--- config.mk ---
export PLATFORM = sky130hd
export DESIGN_NAME = shadow_bank
export DESIGN_NICKNAME = d
export VERILOG_FILES = /design/src/rtl/shadow_bank_pkg.sv /design/src/rtl/shadow_win.sv /design/src/rtl/bank_ctrl.sv /design/src/rtl/shadow_bank.sv
export SDC_FILE = /design/constraint.sdc
export NUM_CORES = 2
export LEC_CHECK = 0
export CAP_MARGIN = 20
export CORE_UTILIZATION = 57
export CTS_CLUSTER_SIZE = 40
export DETAILED_ROUTE_END_ITERATION = 8
export DONT_BUFFER_PORTS = 1
export HOLD_SLACK_MARGIN = 0.1
export PLACE_DENSITY = 0.75
export SYNTH_ARGS = -nofsm -noshare
export SYNTH_HDL_FRONTEND = slang
export SYNTH_SLANG_ARGS = --single-unit
--- constraint.sdc ---
create_clock -name clk -period 2.98 [get_ports clk]
set_input_delay 0.298 -clock clk [delete_from_list [all_inputs] [get_ports clk]]
set_output_delay 0.298 -clock clk [all_outputs]
set_load 0.05 [all_outputs]
--- src/rtl/shadow_bank_pkg.sv ---
package shadow_bank_pkg;
  localparam int DW      = 32;
  localparam int AW      = 6;
  localparam int NREG    = 6;
  localparam int IDX_W   = 3;
  localparam logic [AW-1:0] GUARD_ADDR  = 6'd0;
  localparam logic [AW-1:0] COMMIT_ADDR = 6'd1;

  // Address of word r in window w.
  function automatic logic [AW-1:0] word_addr(input int w, input int r);
    return AW'(8 * (w + 1) + r);
  endfunction

  // True when addr selects a mapped word of window w.
  function automatic logic hits_window(input logic [AW-1:0] a, input int w);
    return (a[AW-1:IDX_W] == (AW-IDX_W)'(w + 1)) && (a[IDX_W-1:0] < IDX_W'(NREG));
  endfunction

  // Frame transfer condition for one window.
  function automatic logic may_load(input logic pulse, input logic held,
                                    input logic auto_mode, input logic armed);
    return pulse && !held && (auto_mode || armed);
  endfunction
endpackage

--- src/rtl/shadow_win.sv ---
module shadow_win
  import shadow_bank_pkg::*;
(
  input  logic                 clk,
  input  logic                 rst_n,
  input  logic                 wr,
  input  logic [IDX_W-1:0]     idx,
  input  logic [DW-1:0]        wdata,
  input  logic                 load,
  output logic [NREG*DW-1:0]   stage_q,
  output logic [NREG*DW-1:0]   live_q,
  output logic                 dirty
);
  always_ff @(posedge clk) begin
    if (!rst_n) begin
      stage_q <= '0;
      live_q  <= '0;
      dirty   <= 1'b0;
    end else begin
      if (load) live_q <= stage_q;
      if (wr) begin
        stage_q[idx*DW +: DW] <= wdata;
        dirty <= 1'b1;
      end else if (load) begin
        dirty <= 1'b0;
      end
    end
  end
endmodule

--- src/rtl/bank_ctrl.sv ---
module bank_ctrl
  import shadow_bank_pkg::*;
#(
  parameter int NWIN      = 2,
  parameter bit AUTO_LOAD = 1'b1
) (
  input  logic             clk,
  input  logic             rst_n,
  input  logic             vsync,
  input  logic             guard_wr,
  input  logic             commit_wr,
  input  logic [DW-1:0]    wdata,
  output logic [NWIN-1:0]  hold,
  output logic             armed,
  output logic [NWIN-1:0]  load
);
  always_ff @(posedge clk) begin
    if (!rst_n) begin
      hold  <= '0;
      armed <= 1'b0;
    end else begin
      if (guard_wr) hold <= wdata[NWIN-1:0];
      if (commit_wr && wdata[0]) armed <= 1'b1;
      else if (vsync)            armed <= 1'b0;
    end
  end

  for (genvar w = 0; w < NWIN; w++) begin : g_load
    assign load[w] = may_load(vsync, hold[w], AUTO_LOAD, armed);
  end
endmodule

--- src/rtl/shadow_bank.sv ---
module shadow_bank
  import shadow_bank_pkg::*;
#(
  parameter int NWIN      = 2,
  parameter bit AUTO_LOAD = 1'b1
) (
  input  logic                     clk,
  input  logic                     rst_n,
  input  logic                     vsync,
  input  logic                     wr_en,
  input  logic [AW-1:0]            addr,
  input  logic [DW-1:0]            wdata,
  output logic [DW-1:0]            rdata,
  output logic [NWIN*NREG*DW-1:0]  act_cfg,
  output logic [NWIN-1:0]          act_en,
  output logic [NWIN-1:0]          pending
);
  localparam int WBITS = NREG * DW;

  logic [NWIN-1:0]        hold;
  logic                   armed;
  logic [NWIN-1:0]        load;
  logic [NWIN-1:0]        win_sel;
  logic [NWIN-1:0]        win_wr;
  logic [NWIN*WBITS-1:0]  vis_all;
  logic                   guard_wr;
  logic                   commit_wr;

  assign guard_wr  = wr_en && (addr == GUARD_ADDR);
  assign commit_wr = wr_en && (addr == COMMIT_ADDR);

  bank_ctrl #(.NWIN(NWIN), .AUTO_LOAD(AUTO_LOAD)) u_ctrl (
    .clk(clk), .rst_n(rst_n), .vsync(vsync),
    .guard_wr(guard_wr), .commit_wr(commit_wr), .wdata(wdata),
    .hold(hold), .armed(armed), .load(load)
  );

  for (genvar w = 0; w < NWIN; w++) begin : g_win
    assign win_sel[w] = hits_window(addr, w);
    assign win_wr[w]  = wr_en && win_sel[w];
    shadow_win u_win (
      .clk(clk), .rst_n(rst_n), .wr(win_wr[w]), .idx(addr[IDX_W-1:0]),
      .wdata(wdata), .load(load[w]),
      .stage_q(vis_all[w*WBITS +: WBITS]),
      .live_q(act_cfg[w*WBITS +: WBITS]),
      .dirty(pending[w])
    );
    assign act_en[w] = act_cfg[w*WBITS];
  end

  always_comb begin
    rdata = '0;
    if (addr == GUARD_ADDR)  rdata[NWIN-1:0] = hold;
    if (addr == COMMIT_ADDR) rdata[0] = armed;
    for (int w = 0; w < NWIN; w++) begin
      if (win_sel[w]) rdata = vis_all[(w*NREG + int'(addr[IDX_W-1:0]))*DW +: DW];
    end
  end
endmodule

# Word-level counts from Yosys, hierarchy flattened
# Index checks and enable logic that the tools add are counted.
dict set report word_totals {
  regBits 773
  inputBits 42
  out_inout_bits 420
  word_cells 45
}
dict set report op_classes {
  addsub 2
  n_lt_le_gt_ge 1
  eq_ne 3
  shifts 4
  muxes 12
  n_reduce_logical 15
}
# op count
set ops {}
lappend ops {{192-bit bitwise mux} 2}
lappend ops {{384-bit by 10-bit indexed part select with 32-bit output} 1}
lappend ops {{384-bit by 9-bit indexed part select with 32-bit output} 1}
lappend ops {{32-bit by 34-bit variable shift with 192-bit output (first input constant)} 1}
lappend ops {{32-bit by 34-bit indexed part select with 192-bit output} 1}
lappend ops {{32-bit 2-to-1 mux} 2}
lappend ops {{8-bit negator with 34-bit output} 1}
lappend ops {{1-bit logical AND} 9}
lappend ops {{1-bit 2-to-1 mux} 7}
lappend ops {{6-bit by 1-bit == test with 1-bit output (second input constant)} 1}
lappend ops {{6-bit zero test} 1}
lappend ops {{2-bit nonzero test} 3}
lappend ops {{3-bit by 3-bit adder with 4-bit output (first input constant)} 1}
lappend ops {{3-bit by 1-bit == test with 1-bit output (second input constant)} 1}
lappend ops {{3-bit by 2-bit == test with 1-bit output (second input constant)} 1}
lappend ops {{3-bit less-than comparator (second input constant)} 1}
lappend ops {{1-bit zero test} 2}
lappend ops {{2-bit 2-to-1 mux} 1}

# Logic depth before layout (Yosys ltp)
dict set report depth {
  depth_word 5
  ltp_mapped 14
  mapped_depth_nobuf 7
}

# Modules after synthesis
# A second synthesis with hierarchy kept.
dict set report unflattened {
  cells_unflattened 3077
  area_unflattened_um2 32471.1
}
# module instances cells_each area_each_um2 seq_area_each_um2
set by_module_without_submodules {}
lappend by_module_without_submodules {{shadow_win at g_win[1].u_win} 1 1409 14702.9 7707.4}
lappend by_module_without_submodules {{shadow_win at g_win[0].u_win} 1 1329 14320.0 7707.4}
lappend by_module_without_submodules {shadow_bank 1 327 3325.7 0.0}
lappend by_module_without_submodules {bank_ctrl 1 12 122.6 60.1}

# Worst setup path before layout
# OpenSTA, ideal clock, no wires.
dict set report synth_timing {
  kind {input -> register}
  start {in addr[0]}
  end {reg g_win[1].u_win.stage_q[161]}
  setup_time_ns 0.072
  arrival_time_ns 2.898
  t_required_ns 2.908
  slack_ns 0.011
  path_stages 12
  n_path_buf 6
  cell_sequence {buf_4 -> buf_4 -> buf_4 -> buf_2 -> inv_1 -> ha_1 -> ha_1 -> clkbuf_1 -> or3b_1 -> nor2_2 -> buf_4 -> mux2i_1}
}
dict set report synth_between {
  elab_chain_len 3
  word_cells_on_any_way 7
  classes_between {add/sub: 1; order compare: 1; shift: 2; mux: 1; reduce/logical: 2}
}
# element line
set synth_rtl {}
lappend synth_rtl {{from (decl)} shadow_bank.sv:11} ;# input logic [AW-1:0] addr,
lappend synth_rtl {{8-bit negator with 34-bit output / 3-bit less-than comparator (equally long branches)} {shadow_win.sv:22, shadow_bank_pkg.sv:16}}
lappend synth_rtl {{32-bit by 34-bit indexed part select with 192-bit output, or another cell as far along} shadow_win.sv:22} ;# stage_q[idx*DW +: DW] <= wdata;
lappend synth_rtl {{192-bit bitwise mux / 1-bit logical AND (equally long branches)} {shadow_win.sv:22, shadow_bank.sv:40}}
lappend synth_rtl {{to (signal, indexed assignment)} shadow_win.sv:22}
lappend synth_rtl {{to (decl)} shadow_win.sv:10} ;# output logic [NREG*DW-1:0] stage_q,
# Parallel ways exist; a longest one is shown, timed or not.
# A chain may end at the register's enable or synchronous reset.

# Final worst setup path
dict set report layout_timing {
  start {reg g_win[1].u_win.stage_q[46]}
  end {out rdata[14]}
}
dict set report layout_between {
  elab_chain_len 3
  word_cells_on_any_way 4
  classes_between {shift: 2; mux: 2}
}
# element line
set layout_rtl {}
lappend layout_rtl {{384-bit by 9-bit indexed part select with 32-bit output} shadow_bank.sv:56} ;# if (win_sel[w]) rdata = vis_all[(w*NREG + int'(addr[IDX_W-1:0]))*DW +: DW];
lappend layout_rtl {{32-bit 2-to-1 mux} shadow_bank.sv:56}
lappend layout_rtl {{32-bit 2-to-1 mux (*)} shadow_bank.sv:56}
lappend layout_rtl {{to (decl)} shadow_bank.sv:13} ;# output logic [DW-1:0] rdata,
# Mark *: on every way between the ends. The rest lies on a longest branch, timed or not.

==> qor.txt <==
Status - complete, but fails checks
Failing checks - max-slew violations
Hold Path Sink - g_win[0].u_win.live_q[45]$_SDFFE_PN0P_
Synth Instances - 3,555
Root Buffer - clkbuf_16
First-pass GRT wire length - 172.0 mm
Most frequent cells in the layout - 1,098 x nand2_1, 773 x dfxtp_1, 628 x dlygate4sd3_1, 388 x a21boi_0, 260 x mux2i_1
Actual slew at the worst max-slew pin - 1.843 ns
Core area - 0.05413 mm2
Nets - 4,077
Avg Cell Area, Syn - 8.822 um2
Placed cell count - 4,015
Hold path depth - 4
Post-Layout Cell Count - 4,786
Final instance area - 0.04064 mm2
Ys async rst share - 0%
Maximum clock path buffer count - 3
Max Fclk - 0.3809 GHz
Total number of vias - 29,220
Largest net degree at the start of global routing - 599
# DRC - 0
Clock Pin Slew Worst Setup and Hold Paths - 0.07 ns
Grt total ovfl - 0
Area after DPL - 0.03170 mm2
Worst VDD drop - 0.4624 mV
Register area share after synthesis - 49.34%
R2R Path End - g_win[1].u_win.live_q[31]$_SDFFE_PN0P_
Critical Path Source Type - register
Max Slew Vio Count - 349
Yosys cell types - 38
Die Footprint - 0.05596 mm2
Hold_sp - vsync
Fin Setup TNS - 0 ns
Top post-synthesis cells by area - dfxtp_1 49%, nand2_1 13%, a21boi_0 9.3%, mux2i_1 8.3%, mux4_2 4.5%
Clk Latency, worst-skew pair - 0.62 ns
Iter 0 DRT Violations - 4,054
Register bit count reported by yosys - 773
TritonCTS Buffers - 79
CTS tree - built
Setup violations, final - 0
Max cap viols - 0
Die X - 236.6 um
WL/cell - 23.83 um
Pwr/cell area - 523.3 mW/mm2
Leakage - 13.85 nW
Post-Synthesis Net Count - 3,603
Area grow syn2layout - 29.58%
Fin Clk Skew - 0.02298 ns
Antenna violations before repair - 12
Share of the synthesized area in the top cell type - 49.34%
Routed vias/inst - 6.106
HP Class - in -> reg
Reg2Reg Depth - 5
Crit-path max FO - 3
HPWL Detailed - 70.64 mm
Critical path type - reg -> out
CP arrival - 2.33 ns
Global Route Usage Sum - 39.85%
Gpl congestion - 1.009
Crit path time final - 2.625 ns
Vias in the first global route - 28,220
1st-pass router iterations - 6
Post-route setup slack - 0.3548 ns
Hold Slack - 0.2117 ns
FF/Latch Area - 0.01547 mm2
Critical path required time - 2.68 ns
Multi-input logic area - 0.01462 mm2
Final hold violation count - 0
Filler cells - 3,752
CTS Sinks - 773
Overall power - 21.27 mW
FP Rows - 85
Post-Route WL - 114.0 mm
Syn Std Cell Area - 0.03136 mm2
Dpl ws - 0.6016 ns
Yosys warns - 0
FF-to-FF Start - u_ctrl.hold[1]$_SDFFE_PN0P_
Htree depth - 3
Crit path from - g_win[1].u_win.stage_q[46]$_SDFFE_PN0P_
Yosys top cell by area - dfxtp_1
Most common cell after layout, fill and taps aside - nand2_1
DRT antenna net count - 0
Share of cells above drive strength 1 - 6.778%
Final core utilization - 75.07%
Initial Util - 57.94%
Top FF cell, synth - dfxtp_1
Unrepaired setup endpoints after global routing - false
Setup crit end kind - primary output
Chip height - 236.6 um
R2R setup slack - 0.57 ns
I/O pins - 462
EDFF count, synth - 0
Slew HR - -22.89%
Fin crit share - 88.10%
I/O Buffers - 0
flip-flops by register name (all words and copies together), names as in the netlist:
| signal | cells |
|---|---|
| u_ctrl.armed | 1 |
| g_win.u_win.live_q | 384 |
| g_win.u_win.dirty | 2 |
| g_win.u_win.stage_q | 384 |
| u_ctrl.hold | 2 |
routing by layer:
| layer | vias to the layer above | GRT usage [%] | part of all wire (%) |
|---|---|---|---|
| met5 | - | 0 | 0.080 |
| met4 | 14 | 17.95 | 4.6 |
| met3 | 297 | 13.14 | 14 |
| met2 | 1808 | 56.76 | 42 |
| met1 | 14170 | 54.69 | 40 |
| li1 | 12930 | - | - |
critical path, cell delays in order, from the launching register on:
cell and delay [ns]:
dfxtp_1 0.37, mux4_2 0.56, a21oi_1 0.39, o22ai_1 0.15, buf_4 0.23
layout make-up:
class | count | area share (%)
Sequential cell | 773 | 38.08
Multi-Input combinational cell | 2473 | 35.99
Timing Repair Buffer | 698 | 17.30
Clock buffer | 116 | 5.837
Tap cell | 696 | 2.143
Clock inverter | 23 | 0.5973
Inverter | 4 | 0.03695
Antenna cell | 3 | 0.01847
how the worst max path moves through the flow:
| stage | depth (start not counted) | end | slack [ns] |
|---|---|---|---|
| 5_1_grt | 4 | rdata[14] | 0.35 |
| 3_3_place_gp | 8 | g_win[1].u_win.stage_q[65]$_SDFFE_PN0P_ | 0.71 |
| 3_5_place_dp | 7 | g_win[1].u_win.stage_q[169]$_SDFFE_PN0P_ | 0.60 |
| 2_1_floorplan | 12 | g_win[1].u_win.stage_q[161]$_SDFFE_PN0P_ | 0.01 |
| 4_1_cts | 4 | rdata[14] | 0.38 |
| 6_report | 4 | rdata[14] | 0.35 |
where the power goes:
group / internal [mW] / switching (mW)
logic: 0.269 / 0.526
registers: 10.3 / 0.0129
clock network: 5.87 / 4.26
cell families (layout without fill, tap and decap cells):
| logic type | Yosys count | after routing | share of synthesized area, % |
|---|---|---|---|
| AND/OR/NAND/NOR | 1457 | 1457 | 19.00 |
| flip-flops | 773 | 773 | 49.34 |
| AO/OA/AOI/OAI | 687 | 687 | 14.36 |
| multiplexers | 323 | 323 | 12.82 |
| buffers and inverters | 309 | 841 | 4.241 |
| adder cells (fa/ha/maj) | 6 | 6 | 0.2394 |
| other | 0 | 3 | 0 |
synthesized netlist by cell type, types with 3 or more instances:
cell	number
nand2_1	1098
dfxtp_1	773
a21boi_0	388
mux2i_1	260
nand3_1	228
clkbuf_1	210
o21ai_0	192
nor2_1	68
a21oi_1	63
mux4_2	63
buf_2	40
nor2b_1	37
o22ai_1	32
buf_1	27
buf_4	24
ha_1	6
nand4_1	5
buf_6	4
inv_1	4
nand2b_1	4
nor2_2	4
nor3b_1	4
o311a_1	4
nand4_2	3
repair_timing:
item / CTS / global route
endpoints found under the hold margin: 773 / 0
buffers inserted: 0 / 0
gates resized for setup: 0 / 0
hold buffers: 629 / 0
Power figures use the tool's default switching activity.
